### src/rtl/vlp_pkg.sv
package vlp_pkg;
  localparam int NUM_STAGES = 4;

  typedef enum logic [1:0] {
    ST_FETCH  = 2'd0,
    ST_DECODE = 2'd1,
    ST_EXEC   = 2'd2,
    ST_WB     = 2'd3
  } stage_e;
endpackage

### src/rtl/vlp_stage.sv
module vlp_stage #(
  parameter int IDX   = 0,
  parameter int NS    = 4,
  parameter int DUR_W = 4,
  parameter int TAG_W = 8
) (
  input  logic              clk,
  input  logic              rst_n,
  input  logic              load_i,
  input  logic [TAG_W-1:0]  tag_i,
  input  logic [NS*DUR_W-1:0] durs_i,
  input  logic              leave_i,
  output logic              valid_o,
  output logic              done_o,
  output logic [TAG_W-1:0]  tag_o,
  output logic [NS*DUR_W-1:0] durs_o
);
  localparam logic [DUR_W-1:0] ONE = DUR_W'(1);

  logic               valid_q, valid_d;
  logic [DUR_W-1:0]   cnt_q, cnt_d;
  logic [TAG_W-1:0]   tag_q, tag_d;
  logic [NS*DUR_W-1:0] durs_q, durs_d;
  logic [DUR_W-1:0]   dur_sel, dur_load;
  logic               upd_en;

  // a zero field counts as a single cycle
  assign dur_sel  = durs_i[IDX*DUR_W +: DUR_W];
  assign dur_load = (dur_sel == '0) ? ONE : dur_sel;
  assign upd_en   = load_i | valid_q;

  always_comb begin
    valid_d = valid_q;
    cnt_d   = cnt_q;
    tag_d   = tag_q;
    durs_d  = durs_q;
    if (load_i) begin
      valid_d = 1'b1;
      cnt_d   = dur_load;
      tag_d   = tag_i;
      durs_d  = durs_i;
    end else if (valid_q) begin
      if (leave_i)
        valid_d = 1'b0;
      else if (cnt_q != ONE)
        cnt_d = cnt_q - ONE;
    end
  end

  always_ff @(posedge clk or negedge rst_n) begin
    if (!rst_n) begin
      valid_q <= 1'b0;
      cnt_q   <= '0;
      tag_q   <= '0;
      durs_q  <= '0;
    end else begin
      valid_q <= valid_d;
      if (upd_en) begin
        cnt_q  <= cnt_d;
        tag_q  <= tag_d;
        durs_q <= durs_d;
      end
    end
  end

  assign valid_o = valid_q;
  assign done_o  = valid_q && (cnt_q == ONE);
  assign tag_o   = tag_q;
  assign durs_o  = durs_q;
endmodule

### src/rtl/vlp_cyc_ctr.sv
module vlp_cyc_ctr #(
  parameter int CYC_W = 16
) (
  input  logic             clk,
  input  logic             rst_n,
  input  logic             adv_i,
  output logic [CYC_W-1:0] count_o
);
  logic [CYC_W-1:0] cnt_q, cnt_d;

  always_comb begin
    cnt_d = cnt_q + CYC_W'(1);
  end

  always_ff @(posedge clk or negedge rst_n) begin
    if (!rst_n)
      cnt_q <= '0;
    else if (adv_i)
      cnt_q <= cnt_d;
  end

  assign count_o = cnt_q;
endmodule

### src/rtl/vlp_retire.sv
module vlp_retire #(
  parameter int TAG_W = 8,
  parameter int CYC_W = 16
) (
  input  logic             clk,
  input  logic             rst_n,
  input  logic             fire_i,
  input  logic [TAG_W-1:0] tag_i,
  input  logic [CYC_W-1:0] cycle_i,
  output logic             valid_o,
  output logic [TAG_W-1:0] tag_o,
  output logic [CYC_W-1:0] cycle_o
);
  logic             vld_q;
  logic [TAG_W-1:0] tag_q;
  logic [CYC_W-1:0] cyc_q;

  always_ff @(posedge clk or negedge rst_n) begin
    if (!rst_n) begin
      vld_q <= 1'b0;
      tag_q <= '0;
      cyc_q <= '0;
    end else begin
      vld_q <= fire_i;
      if (fire_i) begin
        tag_q <= tag_i;
        cyc_q <= cycle_i;
      end
    end
  end

  assign valid_o = vld_q;
  assign tag_o   = tag_q;
  assign cycle_o = cyc_q;
endmodule

### src/rtl/vlp_seq.sv
module vlp_seq
  import vlp_pkg::*;
#(
  parameter int DUR_W = 4,
  parameter int TAG_W = 8,
  parameter int CYC_W = 16
) (
  input  logic                        clk,
  input  logic                        rst_n,
  input  logic                        in_valid,
  output logic                        in_ready,
  input  logic [TAG_W-1:0]            in_tag,
  input  logic [NUM_STAGES*DUR_W-1:0] in_durs,
  output logic                        ret_valid,
  output logic [TAG_W-1:0]            ret_tag,
  output logic [CYC_W-1:0]            ret_cycle,
  output logic [CYC_W-1:0]            cycle_cnt,
  output logic [NUM_STAGES-1:0]       stage_busy,
  output logic                        drained
);
  localparam int NS = NUM_STAGES;
  localparam int DW_ALL = NS * DUR_W;
  localparam int LAST = int'(ST_WB);

  logic [NS-1:0]     busy, done, go, load;
  logic [TAG_W-1:0]  tag_arr  [NS];
  logic [DW_ALL-1:0] durs_arr [NS];
  logic              in_fire, occ_next;

  // resolve advances from Write Back back to Fetch
  always_comb begin
    go[LAST] = done[LAST];
    for (int s = LAST - 1; s >= 0; s--)
      go[s] = done[s] && (!busy[s+1] || go[s+1]);
  end

  assign in_ready = !busy[int'(ST_FETCH)] || go[int'(ST_FETCH)];
  assign in_fire  = in_valid && in_ready;

  genvar g;
  generate
    for (g = 0; g < NS; g++) begin : g_stage
      logic [TAG_W-1:0]  tag_in;
      logic [DW_ALL-1:0] durs_in;
      if (g == 0) begin : g_head
        assign load[g]  = in_fire;
        assign tag_in   = in_tag;
        assign durs_in  = in_durs;
      end else begin : g_body
        assign load[g]  = go[g-1];
        assign tag_in   = tag_arr[g-1];
        assign durs_in  = durs_arr[g-1];
      end
      vlp_stage #(
        .IDX   (g),
        .NS    (NS),
        .DUR_W (DUR_W),
        .TAG_W (TAG_W)
      ) u_stage (
        .clk     (clk),
        .rst_n   (rst_n),
        .load_i  (load[g]),
        .tag_i   (tag_in),
        .durs_i  (durs_in),
        .leave_i (go[g]),
        .valid_o (busy[g]),
        .done_o  (done[g]),
        .tag_o   (tag_arr[g]),
        .durs_o  (durs_arr[g])
      );
    end
  endgenerate

  // some stage will be occupied after this edge
  assign occ_next = in_fire || (|(busy & ~go)) || (|go[LAST-1:0]);

  vlp_cyc_ctr #(.CYC_W(CYC_W)) u_ctr (
    .clk     (clk),
    .rst_n   (rst_n),
    .adv_i   (occ_next),
    .count_o (cycle_cnt)
  );

  vlp_retire #(.TAG_W(TAG_W), .CYC_W(CYC_W)) u_ret (
    .clk     (clk),
    .rst_n   (rst_n),
    .fire_i  (go[LAST]),
    .tag_i   (tag_arr[LAST]),
    .cycle_i (cycle_cnt),
    .valid_o (ret_valid),
    .tag_o   (ret_tag),
    .cycle_o (ret_cycle)
  );

  assign stage_busy = busy;
  assign drained    = !in_valid && (busy == '0);
endmodule

### config.mk
export PLATFORM = sky130hd
export DESIGN_NAME = vlp_seq
export DESIGN_NICKNAME = d
export VERILOG_FILES = /design/src/rtl/vlp_pkg.sv /design/src/rtl/vlp_stage.sv /design/src/rtl/vlp_cyc_ctr.sv /design/src/rtl/vlp_retire.sv /design/src/rtl/vlp_seq.sv
export SDC_FILE = /design/constraint.sdc
export NUM_CORES = 1
export LEC_CHECK = 0
export ABC_AREA = 1
export ABC_CLOCK_PERIOD_IN_PS = 3900
export CELL_PAD_IN_SITES_DETAIL_PLACEMENT = 0
export CELL_PAD_IN_SITES_GLOBAL_PLACEMENT = 1
export CORE_MARGIN = 2
export CORE_UTILIZATION = 40
export CTS_CLUSTER_DIAMETER = 100
export DETAILED_ROUTE_END_ITERATION = 8
export DONT_BUFFER_PORTS = 1
export GPL_TIMING_DRIVEN = 0
export PLACE_DENSITY_LB_ADDON = 0.1
export SYNTH_ARGS = -nofsm -noshare
export SYNTH_HDL_FRONTEND = slang
export SYNTH_SLANG_ARGS = --single-unit
### constraint.sdc
create_clock -name clk -period 3.9 [get_ports clk]
set_input_delay 0.39 -clock clk [delete_from_list [all_inputs] [get_ports clk]]
set_output_delay 0.39 -clock clk [all_outputs]
set_load 0.03 [all_outputs]
### Word-level counts from Yosys, hierarchy flattened

Index checks and enable logic that the tools add are counted.

| word-level totals | value |
|---|---|
| flip-flop bits (word level) | 141 |
| bits in latches | 0 |
| RAM bits | 0 |
| memory bits (read-only) | 0 |
| logic and storage cells | 117 |
| memories | 0 |

| cells by class | value |
|---|---|
| add/subtract/negate cells | 5 |
| $mul | 0 |
| div/mod/pow operators | 0 |
| $lt $le $gt $ge | 0 |
| equal/unequal tests | 12 |
| shift-type cells | 0 |
| multiplexer cells | 32 |
| bitwise operators | 6 |
| reductions and logical operators | 43 |

Operators with widths:

| operator | count |
|---|---|
| $mux 4 | 20 |
| $logic_not 4->1 | 5 |
| $add 16x1->16 const B | 1 |
| $eq 4x1->1 const B | 4 |
| $ne 4x1->1 const B | 4 |
| $reduce_and 4->1 | 4 |
| $reduce_bool 2->1 | 8 |
| $sub 4x1->4 const B | 4 |
| $mux 1 | 12 |
| $logic_and 1x1->1 | 9 |
| $ne 2x2->1 const B | 4 |
| $reduce_and 2->1 | 4 |
| $logic_or 1x1->1 | 6 |
| $logic_not 1->1 | 5 |
| $and 4x4->4 | 1 |
| $not 4->4 | 1 |
| $or 1x1->1 | 4 |
| $reduce_or 4->1 | 1 |
| $reduce_or 3->1 | 1 |

### Logic depth before layout (Yosys ltp)

| depth | value |
|---|---|
| depth in word-level cells | 13 |
| gate-level depth with buffers | 14 |
| mapped depth without buffers | 14 |

### Hierarchy

A second synthesis with hierarchy kept.

| unflattened totals | value |
|---|---|
| cells, all modules | 800 |
| area total of the unflattened synthesis | 6847.8 sq um |

Modules (own cells, without submodules):

| module | instances | cells an instance | area an instance (sq um) | sequential area each (sq um) |
|---|---|---|---|---|
| vlp_stage at g_stage[1].u_stage ... | 3 | 144 | 1231.2 | 725.7 |
| vlp_stage at g_stage[0].u_stage | 1 | 146 | 1237.4 | 725.7 |
| vlp_retire | 1 | 103 | 999.7 | 625.6 |
| vlp_cyc_ctr | 1 | 97 | 813.3 | 400.4 |
| vlp_seq | 1 | 22 | 103.8 | 0.0 |

### Worst setup path before layout

Ideal clock, no wire load.

| timing | value |
|---|---|
| path type | register to register |
| from | register g_stage[3].u_stage.cnt_q[1] |
| to | register u_ctr.cnt_q[2], in the netlist u_ctr.count_o[2] |
| data arrival time | 1.729 ns |
| required time | 3.781 ns |
| path slack | 2.051 ns |
| stages on the path, launching flop included | 15 |
| clock period less this slack | 1.849 ns |
| cell sequence | dfrtp_1 > inv_1 > ha_1 > nand3_2 > nand2_2 > nand2_2 > nand2_2 > nand2_4 > nand2_2 > nand2_4 > nand2_4 > nand3_2 > buf_2 > nand2_1 > o21ai_2 |

RTL lines:

| element | RTL line | RTL |
|---|---|---|
| from (decl) | vlp_stage.sv:21 | `logic [DUR_W-1:0] cnt_q, cnt_d;` |
| from (signal assigned) | vlp_stage.sv:59 | `cnt_q <= cnt_d;` |
| $eq 4x1->1 | vlp_stage.sv:67 | `assign done_o = valid_q && (cnt_q == ONE);` |
| $logic_and 1x1->1 | vlp_stage.sv:67 |  |
| $logic_or 1x1->1 | vlp_seq.sv:34 | `go[s] = done[s] && (!busy[s+1] \|\| go[s+1]);` |
| $logic_and 1x1->1 | vlp_seq.sv:34 |  |
| $logic_or 1x1->1 | vlp_seq.sv:34 |  |
| $logic_and 1x1->1 | vlp_seq.sv:34 |  |
| $logic_or 1x1->1 | vlp_seq.sv:34 |  |
| $logic_and 1x1->1 | vlp_seq.sv:34 |  |
| $logic_or 1x1->1 | vlp_seq.sv:37 | `assign in_ready = !busy[int'(ST_FETCH)] \|\| go[int'(ST_FETCH)];` |
| named net in_ready | vlp_seq.sv:11 | `output logic in_ready,` |
| $logic_and 1x1->1 | vlp_seq.sv:38 | `assign in_fire = in_valid && in_ready;` |
| $logic_or 1x1->1 (2 in a row) | vlp_seq.sv:75 | `assign occ_next = in_fire \|\| (\|(busy & ~go)) \|\| (\|go[LAST-1:0]);` |
| to (signal assigned) | vlp_cyc_ctr.sv:19 | `cnt_q <= cnt_d;` |
| to (decl) | vlp_cyc_ctr.sv:9 | `logic [CYC_W-1:0] cnt_q, cnt_d;` |

The timed path passes the listed nets, and every way through them passes these cells.
A chain may end at the register's enable or synchronous reset.

### Final worst setup path

| timing | value |
|---|---|
| from | register g_stage[3].u_stage.cnt_q[1] |
| to | output in_ready |

| between the ends | value |
|---|---|
| cells in the longest elaborated chain, start to end | 9 |

RTL lines:

| element | RTL line |
|---|---|
| $eq 4x1->1 | vlp_stage.sv:67 |
| $logic_and 1x1->1 | vlp_stage.sv:67 |
| $logic_or 1x1->1 | vlp_seq.sv:34 |
| $logic_and 1x1->1 | vlp_seq.sv:34 |
| $logic_or 1x1->1 | vlp_seq.sv:34 |
| $logic_and 1x1->1 | vlp_seq.sv:34 |
| $logic_or 1x1->1 | vlp_seq.sv:34 |
| $logic_and 1x1->1 | vlp_seq.sv:34 |
| $logic_or 1x1->1 | vlp_seq.sv:37 |
| to (decl) | vlp_seq.sv:11 |

No other way between the ends.

==> flow_metrics.env <==
export IMPL_grt_ovfl_total=0
export IMPL_relSlewSlack=0.395
export IMPL_routed_wl_microns=10800
export IMPL_synth_compound_area_frac=0.0969
export IMPL_yosysWarnings=0
export IMPL_layout_nets=627
export IMPL_vias=3631
export IMPL_tns_ns=0
export IMPL_rrSetupSlack_ns=1.72
export IMPL_slew_violations=0
export IMPL_std_cell_rows=41
export IMPL_ys_seq_elements=117
export IMPL_cp_required_ns=3.51
export IMPL_synth_top_cell_by_area="dfrtp_1"
export IMPL_clock_sinks=117
export IMPL_numCtsBuffers=17
export IMPL_syn_area_per_cell_sq_um=9.16
export IMPL_cp_arrival_ns=1.97
export IMPL_clock_fmax_mhz=424
export IMPL_setup_viol=0
export IMPL_drc=0
export IMPL_path_max_fanout=8
export IMPL_ant_nets=0
export IMPL_holdPathStages=2
export IMPL_antennaDiodeCount=0
export IMPL_hold_violations=0
export IMPL_drive_gt1_frac=0.118
export IMPL_synth_cells_most_frequent="nand2_1, dfrtp_1, inv_1"
export IMPL_yosys_cell_count_top_type="nand2_1"
export IMPL_grt_pass1_vias=3748
export IMPL_ys_types=30
export IMPL_ys_seq_area_frac=0.561
export IMPL_grt_max_degree=118
export IMPL_first_iter_violations=139
export IMPL_critPathKind="reg2out"
export IMPL_fin_ws_ns=1.54
export IMPL_synth_edf_count=0
export IMPL_start_util=0.412
export IMPL_worstSkewPairLatency_ns=0.41
export IMPL_pre_cts_slack_ns=1.72
export IMPL_cellPowerDensity_nw_per_um2=858
export IMPL_fin_area_sq_um=6010
export IMPL_hp_start="in_durs[10]"
export IMPL_post_route_min_period_ns=2.36
export IMPL_peakVddDrop_uv=336
export IMPL_grt_pass1_wl_microns=18800
export IMPL_ff2ff_path_depth=14
export IMPL_io_pins=74
export IMPL_synth_xor_area_frac=0.0352
export IMPL_place_gp_congestion=0.835
export IMPL_yosys_area_top_type_share=0.561
export IMPL_dieHeight_microns=118
export IMPL_synth_mux_area_frac=0.0173
export IMPL_hpwlAfterDp_microns=7520
export IMPL_synth_top_family_by_area="simple AND/OR/NAND/NOR gates"
export IMPL_async_flop_share=1.00
export IMPL_antenna_found_initial=0
export IMPL_tritoncts="done"
export IMPL_netlist_top_cells_area="dfrtp_1, nand2_1, inv_1"
export IMPL_synth_ff_type="dfrtp_1"
export IMPL_hold_path_class="in2reg"
export IMPL_post_dp_cell_area_sq_um=5430
export IMPL_p_leak_uw=0.00293
export IMPL_area_delta_synth_final_pct=15.2
export IMPL_synth_nets=606
export IMPL_rr_startpoint="g_stage[3].u_stage.cnt_q[1]"
export IMPL_tightest_slew_ns=0.901
export IMPL_htree_levels=4
export IMPL_numPortBuffers=0
export IMPL_via_per_inst=4.70
export IMPL_first_pass_iters=4
export IMPL_cp_start_kind="register"
export IMPL_wl_per_cell_microns=14.0
export IMPL_clock_skew_final_ns=0.00775
export IMPL_path_clk_slew_ns=0.05
export IMPL_netlist_instances=570
export IMPL_clk_path_buf_depth=2
export IMPL_post_cts_buffers=0
export IMPL_status="finished clean"
export IMPL_syn_area_sq_um=5220
export IMPL_die_w_microns=118
export IMPL_grtUsageTotal=0.171
export IMPL_endpoint_kind="output port"
export IMPL_coreArea_sq_um=12700
export IMPL_ctsRootBufferMaster="clkbuf_16"
export IMPL_rsz0062_at_grt="false"
export IMPL_synth_simple_area_share=0.200
export IMPL_rr_endpoint="u_ctr.count_o[7]"
export IMPL_cts_resized=0
export IMPL_synth_fa_ha_area_frac=0.0216
export IMPL_whs_endpoint="g_stage[0].u_stage.durs_o[10]"
export IMPL_min_period_over_period=0.604
export IMPL_dieArea_sq_um=14000
export IMPL_drv_cap=0
## flip-flops by register name, summed over array words and instances (netlist names)
| name | cells |
|---|---|
| u_ret.cycle_o | 16 |
| u_ret.valid_o | 1 |
| u_ret.tag_o | 8 |
| g_stage.u_stage.durs_o | 24 |
| g_stage.u_stage.valid_o | 4 |
| g_stage.u_stage.tag_o | 32 |
| g_stage.u_stage.cnt_q | 16 |
| u_ctr.count_o | 16 |
## layer usage
layer | share of wire | vias to the layer above | track usage
met5 | 0 | - | 0
met1 | 0.49 | 1696 | 0.226
met2 | 0.45 | 68 | 0.254
li1 | - | 1851 | -
met3 | 0.045 | 16 | 0.0555
met4 | 0.018 | 0 | 0.0798
## cell type report
| cell class | count | area [sq um] |
|---|---|---|
| Multi-Input combinational cell | 371 | 1940 |
| Inverter | 61 | 229 |
| Timing Repair Buffer | 2 | 37.5 |
| Tap cell | 172 | 215 |
| Clock inverter | 5 | 50.0 |
| Fill cell | 1259 | 6660 |
| Sequential cell | 117 | 2930 |
| Clock buffer | 24 | 492 |
| Buffer | 21 | 126 |
## report_power, final
| group | internal (uW) | leakage, uW | switching (uW) | total [uW] |
|---|---|---|---|---|
| registers | 1710 | 0.00149 | 664 | 2380 |
| clock network | 926 | 0.000272 | 506 | 1430 |
| logic | 560 | 0.00116 | 786 | 1350 |
## cells in the final DEF, fill, tap and decap left out, types with 9 or more instances in the layout
| cell | Yosys | layout |
|---|---|---|
| nor2_1 | 20 | 20 |
| clkbuf_16 | 0 | 17 |
| dfrtp_1 | 117 | 117 |
| nand2_1 | 186 | 186 |
| inv_1 | 58 | 58 |
| ha_1 | 9 | 9 |
| nor3_1 | 10 | 10 |
| o21ai_0 | 38 | 38 |
| o21ai_1 | 10 | 10 |
| clkbuf_1 | 7 | 10 |
| nand3_1 | 22 | 22 |
| o21a_1 | 16 | 16 |
| xor2_1 | 20 | 20 |
## how the worst max path moves through the flow
stage | startpoint | endpoint | slack [ns] | depth (start not counted)
after global placement | g_stage[3].u_stage.cnt_q[1] | g_stage[0].u_stage.durs_o[5] | 1.74 | 14
after global routing | g_stage[3].u_stage.cnt_q[1] | in_ready | 1.39 | 10
after CTS | g_stage[3].u_stage.cnt_q[1] | in_ready | 1.51 | 10
final | g_stage[3].u_stage.cnt_q[1] | in_ready | 1.54 | 10
after detailed placement | g_stage[3].u_stage.cnt_q[1] | g_stage[0].u_stage.durs_o[5] | 1.72 | 14
after floorplan | g_stage[3].u_stage.cnt_q[1] | u_ctr.count_o[2] | 2.05 | 14
## through the flow
step	hold slack, ns	instances	util	power [uW]
3_5_place_dp	0.0984	742	0.429	3740
3_3_place_gp	0.0983	742	0.429	3700
5_1_grt	0.0783	773	0.475	5560
6_report	0.0884	773	0.475	5160
2_1_floorplan	0.0944	570	-	3410
4_1_cts	0.0692	773	0.475	5230
## logic make-up after synthesis
logic type | count (synthesis)
AO/OA/AOI/OAI | 81
XOR/XNOR | 21
adder cells (fa/ha/maj) | 9
buffers and inverters | 82
flip-flops | 117
multiplexers | 8
AND/OR/NAND/NOR | 252
## worst max-delay path, stage by stage, from the launching register on
cell and delay (ns):
dfrtp_1 0.35, inv_1 0.10, ha_1 0.17, nand3_2 0.10, nand2_2 0.17, nand2_2 0.11
nand2_2 0.10, nand2_4 0.08, nand2_2 0.10, nand2_4 0.10, nand2_4 0.17
## repair_timing
action,4_1_cts,5_1_grt
endpoints found under the setup margin,0,0
endpoints found under the hold margin,117,0
hold buffers,2,0
(Power assumes the default switching activity.)
